### src/rtl/rx_csum_pkg.sv
package rx_csum_pkg;

   localparam int SUM_W  = 16;
   localparam int BYTE_W = 8;

   // one's complement addition with the carry wrapped back into bit 0
   function automatic logic [SUM_W-1:0] oc_add(input logic [SUM_W-1:0] a,
                                               input logic [SUM_W-1:0] b);
      logic [SUM_W:0] s;
      s = {1'b0, a} + {1'b0, b};
      return s[SUM_W-1:0] + {{(SUM_W-1){1'b0}}, s[SUM_W]};
   endfunction

endpackage

### src/rtl/rx_csum_cfg.sv
module rx_csum_cfg #(
   parameter int OFS_W = 8,
   parameter int CFG_W = 32
) (
   input  logic             clk,
   input  logic             rst_n,
   input  logic             rx_enable,
   input  logic             wr_en,
   input  logic [CFG_W-1:0] wr_data,
   output logic [OFS_W-1:0] start_ofs,
   output logic             ip_en,
   output logic             l4_en,
   output logic [CFG_W-1:0] rd_data
);
   localparam int IP_BIT = OFS_W;
   localparam int L4_BIT = OFS_W + 1;
   localparam int USED_W = OFS_W + 2;

   generate
      if (CFG_W < USED_W) begin : g_bad_cfg_w
         $error("rx_csum_cfg: CFG_W too narrow for the fields");
      end
   endgenerate

   logic [USED_W-1:0] cfg_q;

   always_ff @(posedge clk or negedge rst_n) begin
      if (!rst_n) begin
         cfg_q <= '0;
      end else if (wr_en && !rx_enable) begin
         cfg_q <= wr_data[USED_W-1:0];
      end
   end

   assign start_ofs = cfg_q[OFS_W-1:0];
   assign ip_en     = cfg_q[IP_BIT];
   assign l4_en     = cfg_q[L4_BIT];
   assign rd_data   = CFG_W'(cfg_q);

endmodule

### src/rtl/rx_csum_window.sv
module rx_csum_window #(
   parameter int OFS_W     = 8,
   parameter int CRC_BYTES = 4
) (
   input  logic                             clk,
   input  logic                             rst_n,
   input  logic                             in_valid,
   input  logic                             in_sof,
   input  logic                             in_eof,
   input  logic                             in_tag,
   input  logic [rx_csum_pkg::BYTE_W-1:0]   in_byte,
   input  logic [OFS_W-1:0]                 start_ofs,
   input  logic                             strip_crc,
   output logic                             rel_valid,
   output logic [rx_csum_pkg::BYTE_W-1:0]   rel_byte,
   output logic                             frm_start,
   output logic                             frm_end
);
   import rx_csum_pkg::*;

   localparam int IDX_W = OFS_W + 1;

   logic [IDX_W-1:0] idx_q, idx_base, idx_d;
   logic             take, elig;

   assign frm_start = in_valid && in_sof;
   assign frm_end   = in_valid && in_eof;

   always_comb begin
      idx_base = in_sof ? '0 : idx_q;
      take     = in_valid && !in_tag;
      elig     = take && (idx_base >= {1'b0, start_ofs});
      idx_d    = idx_q;
      if (in_valid) begin
         idx_d = idx_base;
         if (take && !(&idx_base)) idx_d = idx_base + 1'b1;
      end
   end

   always_ff @(posedge clk or negedge rst_n) begin
      if (!rst_n) idx_q <= '0;
      else        idx_q <= idx_d;
   end

   generate
      if (CRC_BYTES == 0) begin : g_no_hold
         assign rel_valid = elig;
         assign rel_byte  = in_byte;
      end else begin : g_hold
         localparam int CNT_W = $clog2(CRC_BYTES + 1);

         logic [BYTE_W-1:0] hold_q [CRC_BYTES];
         logic [CNT_W-1:0]  occ_q, occ_base;
         logic              full;

         assign occ_base  = frm_start ? '0 : occ_q;
         assign full      = (occ_base == CNT_W'(CRC_BYTES));
         assign rel_valid = strip_crc ? (elig && full) : elig;
         assign rel_byte  = strip_crc ? hold_q[0] : in_byte;

         always_ff @(posedge clk or negedge rst_n) begin
            if (!rst_n) begin
               occ_q <= '0;
            end else if (in_valid) begin
               if (in_eof)                          occ_q <= '0;
               else if (elig && strip_crc && !full) occ_q <= occ_base + 1'b1;
               else                                 occ_q <= occ_base;
            end
         end

         always_ff @(posedge clk or negedge rst_n) begin
            if (!rst_n) begin
               for (int i = 0; i < CRC_BYTES; i++) hold_q[i] <= '0;
            end else if (elig && strip_crc) begin
               for (int i = 0; i < CRC_BYTES - 1; i++) hold_q[i] <= hold_q[i+1];
               hold_q[CRC_BYTES-1] <= in_byte;
            end
         end
      end
   endgenerate

endmodule

### src/rtl/rx_csum_accum.sv
module rx_csum_accum (
   input  logic                              clk,
   input  logic                              rst_n,
   input  logic                              rel_valid,
   input  logic [rx_csum_pkg::BYTE_W-1:0]    rel_byte,
   input  logic                              frm_start,
   input  logic                              frm_end,
   output logic [rx_csum_pkg::SUM_W-1:0]     sum_q,
   output logic                              done_q
);
   import rx_csum_pkg::*;

   logic [SUM_W-1:0]  acc_q, acc_b, acc_n, fin;
   logic [BYTE_W-1:0] hi_q, hi_n;
   logic              half_q, half_b, half_n;

   always_comb begin
      acc_b  = frm_start ? '0   : acc_q;
      half_b = frm_start ? 1'b0 : half_q;
      acc_n  = acc_b;
      half_n = half_b;
      hi_n   = hi_q;
      if (rel_valid) begin
         if (half_b) begin
            acc_n  = oc_add(acc_b, {hi_q, rel_byte});
            half_n = 1'b0;
         end else begin
            hi_n   = rel_byte;
            half_n = 1'b1;
         end
      end
      fin = half_n ? oc_add(acc_n, {hi_n, {BYTE_W{1'b0}}}) : acc_n;
   end

   always_ff @(posedge clk or negedge rst_n) begin
      if (!rst_n) begin
         acc_q  <= '0;
         hi_q   <= '0;
         half_q <= 1'b0;
         sum_q  <= '0;
         done_q <= 1'b0;
      end else begin
         acc_q  <= acc_n;
         hi_q   <= hi_n;
         half_q <= half_n;
         done_q <= frm_end;
         if (frm_end) sum_q <= fin;
      end
   end

endmodule

### src/rtl/rx_pkt_csum.sv
module rx_pkt_csum #(
   parameter int OFS_W     = 8,
   parameter int CRC_BYTES = 4,
   parameter int CFG_W     = 32
) (
   input  logic             clk,
   input  logic             rst_n,
   input  logic             rx_enable,
   input  logic             cfg_wr_en,
   input  logic [CFG_W-1:0] cfg_wr_data,
   output logic [CFG_W-1:0] cfg_rd_data,
   input  logic             strip_crc,
   input  logic             in_valid,
   input  logic             in_sof,
   input  logic             in_eof,
   input  logic             in_tag,
   input  logic [7:0]       in_byte,
   input  logic             ip_ok_in,
   input  logic             l4_ok_in,
   output logic [15:0]      csum_out,
   output logic             csum_done,
   output logic             ip_ok_q,
   output logic             l4_ok_q
);
   import rx_csum_pkg::*;

   generate
      if (OFS_W < 1 || OFS_W > 16) begin : g_bad_ofs_w
         $error("rx_pkt_csum: OFS_W out of range");
      end
      if (CRC_BYTES < 0 || CRC_BYTES > 16) begin : g_bad_crc
         $error("rx_pkt_csum: CRC_BYTES out of range");
      end
   endgenerate

   logic [OFS_W-1:0]  start_ofs;
   logic              ip_en, l4_en;
   logic              rel_valid, frm_start, frm_end;
   logic [BYTE_W-1:0] rel_byte;

   rx_csum_cfg #(.OFS_W(OFS_W), .CFG_W(CFG_W)) u_cfg (
      .clk       (clk),
      .rst_n     (rst_n),
      .rx_enable (rx_enable),
      .wr_en     (cfg_wr_en),
      .wr_data   (cfg_wr_data),
      .start_ofs (start_ofs),
      .ip_en     (ip_en),
      .l4_en     (l4_en),
      .rd_data   (cfg_rd_data)
   );

   rx_csum_window #(.OFS_W(OFS_W), .CRC_BYTES(CRC_BYTES)) u_win (
      .clk       (clk),
      .rst_n     (rst_n),
      .in_valid  (in_valid),
      .in_sof    (in_sof),
      .in_eof    (in_eof),
      .in_tag    (in_tag),
      .in_byte   (in_byte),
      .start_ofs (start_ofs),
      .strip_crc (strip_crc),
      .rel_valid (rel_valid),
      .rel_byte  (rel_byte),
      .frm_start (frm_start),
      .frm_end   (frm_end)
   );

   rx_csum_accum u_acc (
      .clk       (clk),
      .rst_n     (rst_n),
      .rel_valid (rel_valid),
      .rel_byte  (rel_byte),
      .frm_start (frm_start),
      .frm_end   (frm_end),
      .sum_q     (csum_out),
      .done_q    (csum_done)
   );

   assign ip_ok_q = ip_ok_in && ip_en;
   assign l4_ok_q = l4_ok_in && l4_en;

endmodule

### config.mk
export PLATFORM = sky130hd
export DESIGN_NAME = rx_pkt_csum
export DESIGN_NICKNAME = d
export VERILOG_FILES = /design/src/rtl/rx_csum_pkg.sv /design/src/rtl/rx_csum_cfg.sv /design/src/rtl/rx_csum_window.sv /design/src/rtl/rx_csum_accum.sv /design/src/rtl/rx_pkt_csum.sv
export SDC_FILE = /design/constraint.sdc
export NUM_CORES = 1
export LEC_CHECK = 0
export ABC_AREA = 1
export CELL_PAD_IN_SITES_DETAIL_PLACEMENT = 1
export CELL_PAD_IN_SITES_GLOBAL_PLACEMENT = 1
export CORE_ASPECT_RATIO = 0.9
export CORE_MARGIN = 4
export CORE_UTILIZATION = 35
export CTS_CLUSTER_DIAMETER = 200
export DETAILED_ROUTE_END_ITERATION = 12
export HOLD_SLACK_MARGIN = 0.08
export PLACE_DENSITY = 0.76
export SLEW_MARGIN = 20
export SYNTH_ARGS = -nofsm -noshare
export SYNTH_HDL_FRONTEND = slang
export SYNTH_SLANG_ARGS = --single-unit
### constraint.sdc
create_clock -name clk -period 6.6 [get_ports clk]
set_input_delay 1.65 -clock clk [delete_from_list [all_inputs] [get_ports clk]]
set_output_delay 1.65 -clock clk [all_outputs]
set_load 0.05 [all_outputs]
==> flow_summary.yaml, run 1 <==
status:
  outcome: "finished, violations left"
  failed_checks: "setup timing"
global_routing:
  grt_first_pass_wirelength_mm: 52.1
  antenna_found_initial: 0
  track_usage_pct: 30.7
  grt_max_degree: 59
  grt-ovfl-total: 0
  grt_pass1_vias: 9050
floorplan:
  die-area_um2: 21900
  die_w_um: 155
  start_util_pct: 35.6
  rows: 48
  core_area_um2: 19200
  die_y_um: 141
  ios: 102
routing:
  drt-initial-drc-count: 875
  drtAntennaViolNets: 0
  via_per_inst: 5.64
  first_pass_iters: 5
  detail_route.wl_per_cell_um: 25.6
  wl_mm: 39.7
  drc: 0
  num_vias: 8741
setup_path:
  path_common_cell: "nand2_1"
  path_max_fanout: 9
  cp.arrival_ns: 8.09
  critPathTopFamily: "simple AND/OR/NAND/NOR gates"
  path_class: "primary input to register"
  slowest_stage: "o31ai_4"
  crit_path_end_kind: "register"
  start_kind: "primary input"
  max_stage_delay_ns: 0.40
  r2r-start: "u_win.g_hold.hold_q[24]$_DFFE_PN0P_"
  timing.critical_path.buf_inv: 7
  cp-startpoint: "in_sof"
  cp.required_ns: 6.86
logic_synthesis:
  synth_cells: 961
  yosysMostFrequentCell: "nand2_1"
  synth-edff-count: 0
  synth_top_area_share_pct: 35.1
  avgSynthCellArea_um2: 7.12
  synthTopCellsByArea: "dfrtp_1, nand2_1, inv_1"
  synth-seq-area-share_pct: 35.1
  synth_top_area_cell: "dfrtp_1"
  synth-main-ff-cell: "dfrtp_1"
  synth.distinct_cells: 44
  synth_area_um2: 6850
  synth_seq_cells: 96
  synth_commonest_cells: "nand2_1, inv_1, dfrtp_1"
  synth-warning-count: 0
  postSynth.asyncResetShare_pct: 100
final_layout:
  num-nets-final: 1387
  ff_latch_area_um2: 2400
  fillers: 2402
  final_area_um2: 10600
  diodes: 0
  multiInputGateArea_um2: 4220
  areaGrowthSynthToFinish_pct: 54.6
  drive_gt1_share_pct: 35.9
  fin_util_pct: 55.1
timing:
  rsz0062_at_grt: "true"
  setup_violations: 17
  skew_ns: 0.0182
  drv_slew: 0
  fin_ws_ns: -1.23
  hold_viol_final: 0
  tightest_slew_ns: 1.11
  period_needed_ns: 7.83
  final.period_utilization_pct: 119
  max_freq_mhz: 128
  slew_headroom_pct: 25.5
clock_network:
  clk_path_buf_depth: 2
  cts_tree: "done"
  cts.htree.levels: 3
  clockRootBuffer: "clkbuf_16"
  numClockSinks: 96
  clk_pin_slew_worst_paths_ns: 0.08
  hold_buffers: 0
  clk-insertion-delay-late_ns: 0.38
  cts_made_buffers: 9
placement:
  port-buffer-count: 57
  dp_hpwl_mm: 16.5
  place.gp.congestion: 0.892
  placed_cell_area_um2: 8850
power_and_ir_drop:
  leakage_nw: 5.85
  p_per_area_nw_per_um2: 196
  swShare_pct: 38.9
  vdd_ir_drop_max_uv: 178
  power_switching_uw: 808
  combinationalPowerShare_pct: 36.8
  power_frac_clock_pct: 29.3
  p_int_mw: 1.27
  p_seq_share_pct: 33.9
worst_hold_path:
  min_path_type: "register to register"
  worstHoldStart: "u_win.g_hold.hold_q[6]$_DFFE_PN0P_"
flow_run:
  max_cap_violations: 0
## final timing paths
kind / slack, ns / end / cells after the start
setup / recovery: -1.23 / u_acc.sum_q[14]$_DFFE_PN0P_ / 40
hold / removal: 0.48 / u_win.g_hold.hold_q[6]$_DFFE_PN0P_ / 2
setup reg to reg: -0.14 / u_acc.sum_q[14]$_DFFE_PN0P_ / 37
hold reg to reg: 0.48 / u_win.g_hold.hold_q[6]$_DFFE_PN0P_ / 2
max in group asynchronous: 4.12 / u_acc.acc_q[2]$_DFF_PN0_ / 2
min in group asynchronous: 1.39 / u_acc.hi_q[4]$_DFF_PN0_ / 1
## flip-flops by register name, summed over array words and instances (netlist names)
register and flops:
u_acc.sum_q 16, u_win.g_hold.hold_q 32, u_win.g_hold.occ_q 3, u_acc.done_q 1, u_acc.hi_q 8, u_acc.half_q 1
u_win.idx_q 9, u_cfg.cfg_q 10, u_acc.acc_q 16
## metrics by stage
stage	hold slack (ns)	power (mW)	worst slack, ns	std cells	TNS [ns]
2_1_floorplan	0.442	1.04	-0.280	982	-1.69
3_3_place_gp	0.453	1.26	-1.38	1412	-19.39
3_5_place_dp	0.459	1.29	-1.62	1412	-23.41
4_1_cts	0.472	1.92	-0.287	1532	-2.96
5_1_grt	0.489	2.14	-1.41	1549	-19.72
6_report	0.475	2.08	-1.23	1549	-16.90
## layout by cell type, fill, tap and decap left out, drive strengths merged, types with 3 or more instances in the layout
cell and n:
nand3b 3, o21ai 43, nand4 14, nor3 8, dlygate4sd2 3, xnor2 3
dfrtp 96, clkdlybuf4s50 47, nor2 70, buf 292, mux2 7, or2 4
clkbuf 9, a21oi 33, nand3 64, nand2 351, conb 22, xor2 18
clkinv 3, inv 148, ha 39
## layer usage
metal | track usage (%) | routed length (µm)
met3 | 5.00 | 2930
met4 | 21.6 | 3720
met2 | 53.5 | 18700
met5 | 0 | 0
met1 | 33.8 | 14300
## logic make-up after synthesis
| logic type | after synthesis | synth area share [%] |
|---|---|---|
| compound gates | 87 | 6.73 |
| xor+xnor | 21 | 2.80 |
| fa+ha+maj | 41 | 7.71 |
| buf+inv | 190 | 12.2 |
| flops | 96 | 35.1 |
| mux | 9 | 1.44 |
| other cells | 1 | 0.0548 |
| simple gates | 516 | 34.0 |
## power groups by stage
stage	Combinational [mW]	Clock (mW)	Sequential, mW
final	0.765	0.608	0.704
after global routing	0.799	0.633	0.707
after CTS	0.640	0.592	0.689
after detailed placement	0.585	0	0.700
after global placement	0.565	0	0.696
after floorplan	0.302	0	0.738
## worst min-delay path, cell delays in order (launching register included)
cell     delay [ns]
dfrtp_1        0.34
nand2_1        0.05
nand2_1        0.05
## cell type report
cell class              instances  area share, %
clock buffers                   9           2.13
clock inverters                 6          0.851
inverters                     148           5.32
multi-input cells             696           39.9
flip-flops and latches         96           22.7
well taps                     250           2.96
repair buffers                344           26.2
## repair_timing
item                       in CTS  in global routing
buffers inserted              108                 24
setup endpoints to repair      16                 18
hold endpoints to repair        0                  0
gates resized for setup        87                 68
pin swaps                      56                 57
Power figures use the tool's default switching activity.
==> inputs of run 2 (changes only) <==
--- a/config.mk
+++ b/config.mk
@@ -7,4 +7,5 @@
 export LEC_CHECK = 0
 export ABC_AREA = 1
+export CAP_MARGIN = 20
 export CELL_PAD_IN_SITES_DETAIL_PLACEMENT = 1
 export CELL_PAD_IN_SITES_GLOBAL_PLACEMENT = 1
@@ -15,5 +16,5 @@
 export DETAILED_ROUTE_END_ITERATION = 12
 export HOLD_SLACK_MARGIN = 0.08
-export PLACE_DENSITY = 0.76
+export PLACE_DENSITY = 0.81
 export SLEW_MARGIN = 20
 export SYNTH_ARGS = -nofsm -noshare
==> constraint.sdc (replaced) <==
create_clock -name clk -period 6.6 [get_ports clk]
set_input_delay 1.65 -clock clk [delete_from_list [all_inputs] [get_ports clk]]
set_output_delay 1.65 -clock clk [all_outputs]
set_load 0.1 [all_outputs]
==> run 2 against run 1 <==
  * The flow still finishes with violations (setup timing)
  * Combinational power rose by 10%
  * Final cell count fell by 2.2%
  * Non-clock buffer count fell by 36
  * Clock power fell by 0.8%
  * Die area did not move
  * Critical path depth rose by 3
  * Total power rose by 3.8%
  * Hold slack improved by 0.011 ns
  * Wire length fell by 3.8%
  * Largest power group unchanged
==> flow_summary.yaml, run 2 (synthesis gave the netlist of run 1 again) <==
status:
  outcome: "finished, violations left"
  failed_checks: "setup timing"
floorplan:
  ios: 102
  start_util_pct: 35.6
  rows: 48
  core_area_um2: 19200
  die_y_um: 141
  die_w_um: 155
  die-area_um2: 21900
timing:
  tns_ns: -17.01
  period_needed_ns: 7.77
  slew_headroom_pct: 30.8
  fin_ws_ns: -1.17
  final.period_utilization_pct: 118
  setup_violations: 17
  rsz0062_at_grt: "true"
  drv_slew: 0
  max_freq_mhz: 129
  tightest_slew_ns: 1.03
  hold_viol_final: 0
  skew_ns: 0.0209
routing:
  detail_route.wl_per_cell_um: 25.2
  num_vias: 8721
  drt-initial-drc-count: 797
  wl_mm: 38.2
  drc: 0
  drtAntennaViolNets: 0
  via_per_inst: 5.76
  first_pass_iters: 5
final_layout:
  largest_reg_flops: 32
  reg.largest.list: "u_win.g_hold.hold_q x32, u_acc.acc_q x16, u_acc.sum_q x16"
  num-nets-final: 1352
  mostFrequentLayoutCell: "nand2_1"
  areaGrowthSynthToFinish_pct: 50.3
  ff_latch_area_um2: 2400
  layout_common_cells: "nand2_1, buf_4, inv_1"
  fillers: 2381
  multiInputGateArea_um2: 4220
  drive_gt1_share_pct: 33.9
  largest_register: "u_win.g_hold.hold_q"
  diodes: 0
power_and_ir_drop:
  p_int_mw: 1.23
  swShare_pct: 43.0
  combinationalPowerShare_pct: 39.2
  power_frac_clock_pct: 28.0
  power_switching_uw: 927
  leakage_nw: 5.70
  vdd_ir_drop_max_uv: 253
  p_per_area_nw_per_um2: 210
  p_seq_share_pct: 32.9
  power_mw: 2.16
clock_network:
  clk-insertion-delay-late_ns: 0.39
  cts_tree: "done"
  clk_pin_slew_worst_paths_ns: 0.08
  hold_buffers: 0
  cts.htree.levels: 3
  cts_made_buffers: 9
  clockRootBuffer: "clkbuf_16"
  numClockSinks: 96
  clk_path_buf_depth: 2
setup_path:
  path_common_cell: "nand2_2"
  path_max_fanout: 3
  cp.arrival_ns: 8.04
  max_stage_delay_ns: 0.48
  path_class: "primary input to register"
  cp.required_ns: 6.86
  r2r_slack_ns: 0.02
  crit_path_end_kind: "register"
  r2r-start: "u_win.g_hold.hold_q[24]$_DFFE_PN0P_"
  cp-startpoint: "in_byte[2]"
  start_kind: "primary input"
  slowest_stage: "clkdlybuf4s50_1"
global_routing:
  grt_pass1_vias: 9162
  track_usage_pct: 31.3
  grt_first_pass_wirelength_mm: 52.4
  grt-ovfl-total: 0
  grt_max_degree: 56
  antenna_found_initial: 1
flow_run:
  max_cap_violations: 0
placement:
  dp_hpwl_mm: 17.1
  port-buffer-count: 57
  place.gp.congestion: 0.864
worst_hold_path:
  min_path_type: "register to register"
  worstHoldStart: "u_acc.sum_q[10]$_DFFE_PN0P_"
==> run 2: worst paths after layout <==
kind                                                            end  cells past startpoint
worst min-delay path                    u_acc.sum_q[10]$_DFFE_PN0P_                      2
worst max register to register          u_acc.sum_q[14]$_DFFE_PN0P_                     44
worst max-delay path                    u_acc.sum_q[14]$_DFFE_PN0P_                     43
max in group asynchronous               u_acc.sum_q[14]$_DFFE_PN0P_                      2
min in group asynchronous       u_win.g_hold.hold_q[25]$_DFFE_PN0P_                      1
worst min register to register          u_acc.sum_q[10]$_DFFE_PN0P_                      2
==> run 2: layout make-up <==
class / instances / area share (%)
multi-input combinational: 697 / 41.0
timing repair buffer: 308 / 24.0
clock buffer: 10 / 2.32
sequential: 96 / 23.3
tap: 250 / 3.04
clock inverter: 6 / 0.718
inverter: 148 / 5.50
==> run 2: power groups by stage <==
stage	Sequential, mW	Clock (mW)	Combinational [mW]
floorplan	0.789	0	0.341
global placement	0.697	0	0.657
detailed placement	0.700	0	0.682
CTS	0.691	0.581	0.731
global route	0.709	0.629	0.880
finish	0.709	0.603	0.845
==> run 2: timing repair <==
action                                 4_1_cts  5_1_grt
setup endpoints to repair                   16       18
cloned                                       1        0
pin swaps                                   51       53
resized for setup                           77       79
buffers inserted                            81       26
endpoints found under the hold margin        0        0
==> run 2: per-layer routing <==
| layer | wire [µm] | global-route usage, % |
|---|---|---|
| met4 | 3530 | 22.8 |
| met2 | 18300 | 54.6 |
| met3 | 3150 | 7.24 |
| met5 | 13 | 0 |
| met1 | 13300 | 32.8 |
==> run 2: per-stage QoR <==
stage	hold slack (ns)	worst slack (ns)	instances	utilization (%)	area (µm²)
after floorplan	0.442	-0.282	982	-	7010
after global placement	0.454	-1.24	1400	45.6	8760
after detailed placement	0.459	-1.60	1400	45.6	8760
after CTS	0.479	-0.226	1497	51.2	9840
after global routing	0.501	-1.28	1515	53.5	10300
final	0.486	-1.17	1515	53.5	10300
==> run 2: critical path: cells and delay by family <==
family          cells  cell delay [ns]
buf+inv             7             1.14
fa+ha+maj           6             1.36
compound gates     10             1.95
simple gates       20             1.92
==> inputs of run 3 (changes only) <==
- CTS_CLUSTER_SIZE: not set -> 40
- clock period: 6.6 -> 8.1 ns (I/O delays scaled with it)
==> run 3 against run 2 <==
  * The run now ends clean
  * Wire length is 44% lower
  * Combinational power is 38% lower
  * Global-route usage is 12 points lower
  * Clock power is 21% lower
  * Setup slack better by 1.4 ns
  * Via count is 25% lower
  * Final area is 14% lower
  * Die area stayed put
  * Clock-buffer cell count stayed put
  * Sequential cell count stayed put
  * First-iteration DRC count is 67% lower
  * Register-to-register slack better by 2.0 ns
  * Critical endpoint is now u_acc.sum_q[5]$_DFFE_PN0P_
  * Largest cell class unchanged
  * Highest routed layer is now met4
==> flow_summary.yaml, run 3 (synthesis gave the netlist of run 1 again) <==
status:
  outcome: "complete, no violations"
setup_path:
  cp.required_ns: 8.33
  path_max_fanout: 3
  cp.arrival_ns: 8.11
  crit_path_end_kind: "register"
  r2r_cells: 42
  slowest_stage: "clkdlybuf4s50_1"
  critPathTopFamily: "compound AO/OA/AOI/OAI gates"
  max_stage_delay_ns: 0.46
  rr_endpoint: "u_acc.sum_q[5]$_DFFE_PN0P_"
  start_kind: "primary input"
  path_class: "primary input to register"
  timing.critical_path.buf_inv: 9
  r2r-start: "u_win.g_hold.hold_q[24]$_DFFE_PN0P_"
  r2r_slack_ns: 2.04
final_layout:
  mostFrequentLayoutCell: "nand2_1"
  drive_gt1_share_pct: 19.3
  areaGrowthSynthToFinish_pct: 28.9
  ff_latch_area_um2: 2400
  largest_register: "u_win.g_hold.hold_q"
  final_area_um2: 8820
  largest_reg_flops: 32
  layout_common_cells: "nand2_1, inv_1, buf_4"
  multiInputGateArea_um2: 3850
  fillers: 2441
  diodes: 0
  reg.largest.list: "u_win.g_hold.hold_q x32, u_acc.acc_q x16, u_acc.sum_q x16"
  num-nets-final: 1206
clock_network:
  clk-insertion-delay-late_ns: 0.36
  cts.htree.levels: 3
  clk_path_buf_depth: 2
  numClockSinks: 96
  hold_buffers: 0
  cts_made_buffers: 9
  cts_tree: "done"
  clk_pin_slew_worst_paths_ns: 0.07
  clockRootBuffer: "clkbuf_16"
routing:
  drt-initial-drc-count: 265
  drtAntennaViolNets: 0
  drc: 0
  via_per_inst: 4.78
  num_vias: 6548
  first_pass_iters: 4
  wl_mm: 21.4
  detail_route.wl_per_cell_um: 15.6
floorplan:
  start_util_pct: 35.6
  die_y_um: 141
  core_area_um2: 19200
  ios: 102
  die_w_um: 155
  die-area_um2: 21900
  rows: 48
timing:
  tightest_slew_ns: 0.997
  final.period_utilization_pct: 97.3
  skew_ns: 0.0119
  max_freq_mhz: 127
  worst_hold_slack_ns: 0.474
  hold_viol_final: 0
  slew_headroom_pct: 33.3
  period_needed_ns: 7.88
  fin_ws_ns: 0.216
  setup_violations: 0
  tns_ns: 0
  drv_slew: 0
power_and_ir_drop:
  vdd_ir_drop_max_uv: 103
  swShare_pct: 38.3
  p_seq_share_pct: 36.0
  p_per_area_nw_per_um2: 177
  combinationalPowerShare_pct: 33.5
  leakage_nw: 4.93
  power_frac_clock_pct: 30.5
  power_switching_uw: 598
  p_int_uw: 962
global_routing:
  antenna_found_initial: 0
  busiest_layer: "met2"
  use_met2_pct: 33.4
  grt_max_degree: 50
  grtUsageMet1_pct: 24.3
  track_usage_pct: 19.0
  grt_use_met3_pct: 2.61
  grt_pass1_vias: 7058
  grt_first_pass_wirelength_mm: 34.0
  grt-ovfl-total: 0
placement:
  dp_hpwl_mm: 15.6
  place_ws_ns: -0.722
  place.gp.congestion: 0.846
  placed_cell_area_um2: 8220
  port-buffer-count: 57
worst_hold_path:
  min_to: "u_win.g_hold.hold_q[6]$_DFFE_PN0P_"
  worstHoldStart: "u_win.g_hold.hold_q[6]$_DFFE_PN0P_"
  holdPathStages: 2
  min_path_type: "register to register"
flow_run:
  max_cap_violations: 0
-- run 3: changes by cell type in the layout (fill, tap and decap cells not counted), moves of 6 or more --
| cell | delta |
|---|---|
| buf_4 | -143 |
| ha_1 | +6 |
| nand2_4 | -6 |
| o21ai_1 | -6 |
| nand2_2 | -11 |
| nand3_1 | +7 |
| inv_1 | +11 |
| nor2_4 | -6 |
| o21ai_0 | +13 |
| nand2_1 | +18 |
| inv_2 | -10 |
-- run 3: power groups by stage --
stage | logic, mW | clock network [mW] | registers (mW)
2_1_floorplan | 0.274 | 0 | 0.643
3_3_place_gp | 0.482 | 0 | 0.566
3_5_place_dp | 0.499 | 0 | 0.569
4_1_cts | 0.508 | 0.488 | 0.561
5_1_grt | 0.567 | 0.512 | 0.567
6_report | 0.523 | 0.476 | 0.561
-- run 3: timing repair --
action	CTS	global route
gates resized for setup	12	34
pin swaps	3	26
setup endpoints to repair	15	15
setup buffers	2	13
-- run 3: layer usage --
metal	wire (µm)	vias up
li1	-	3250
met1	9360	3192
met2	11000	82
met3	678	24
met4	332	0
met5	0	-
-- run 3: layout make-up --
class / count / share of cell area, %
flip-flops and latches: 96 / 27.2
well taps: 250 / 3.55
multi-input cells: 696 / 43.6
clock buffers: 10 / 2.60
clock inverters: 6 / 1.11
inverters: 148 / 6.35
repair buffers: 163 / 15.5
-- run 3: worst max path at each step --
stage | startpoint | end | slack, ns | cells after the start
after floorplan | in_valid | u_acc.sum_q[10]$_DFFE_PN0P_ | 0.63 | 47
after global placement | strip_crc | u_acc.sum_q[8]$_DFFE_PN0P_ | -0.39 | 43
after detailed placement | strip_crc | u_acc.sum_q[15]$_DFFE_PN0P_ | -0.72 | 43
after CTS | in_byte[0] | u_acc.sum_q[10]$_DFFE_PN0P_ | 0.009 | 46
after global routing | in_byte[0] | u_acc.sum_q[7]$_DFFE_PN0P_ | -0.19 | 45
final | in_byte[0] | u_acc.sum_q[5]$_DFFE_PN0P_ | 0.22 | 43
-- run 3: worst min-delay path: stages (launching register included) --
cell	delay (ns)
dfrtp_1	0.35
nand2_1	0.05
nand2_1	0.05
-- run 3: through the flow --
stage,power [mW],util [%],std cells
after detailed placement,1.07,42.8,1338
after floorplan,0.917,-,982
after global routing,1.65,45.9,1369
after CTS,1.56,44.6,1356
final,1.56,45.9,1369
after global placement,1.05,42.8,1338
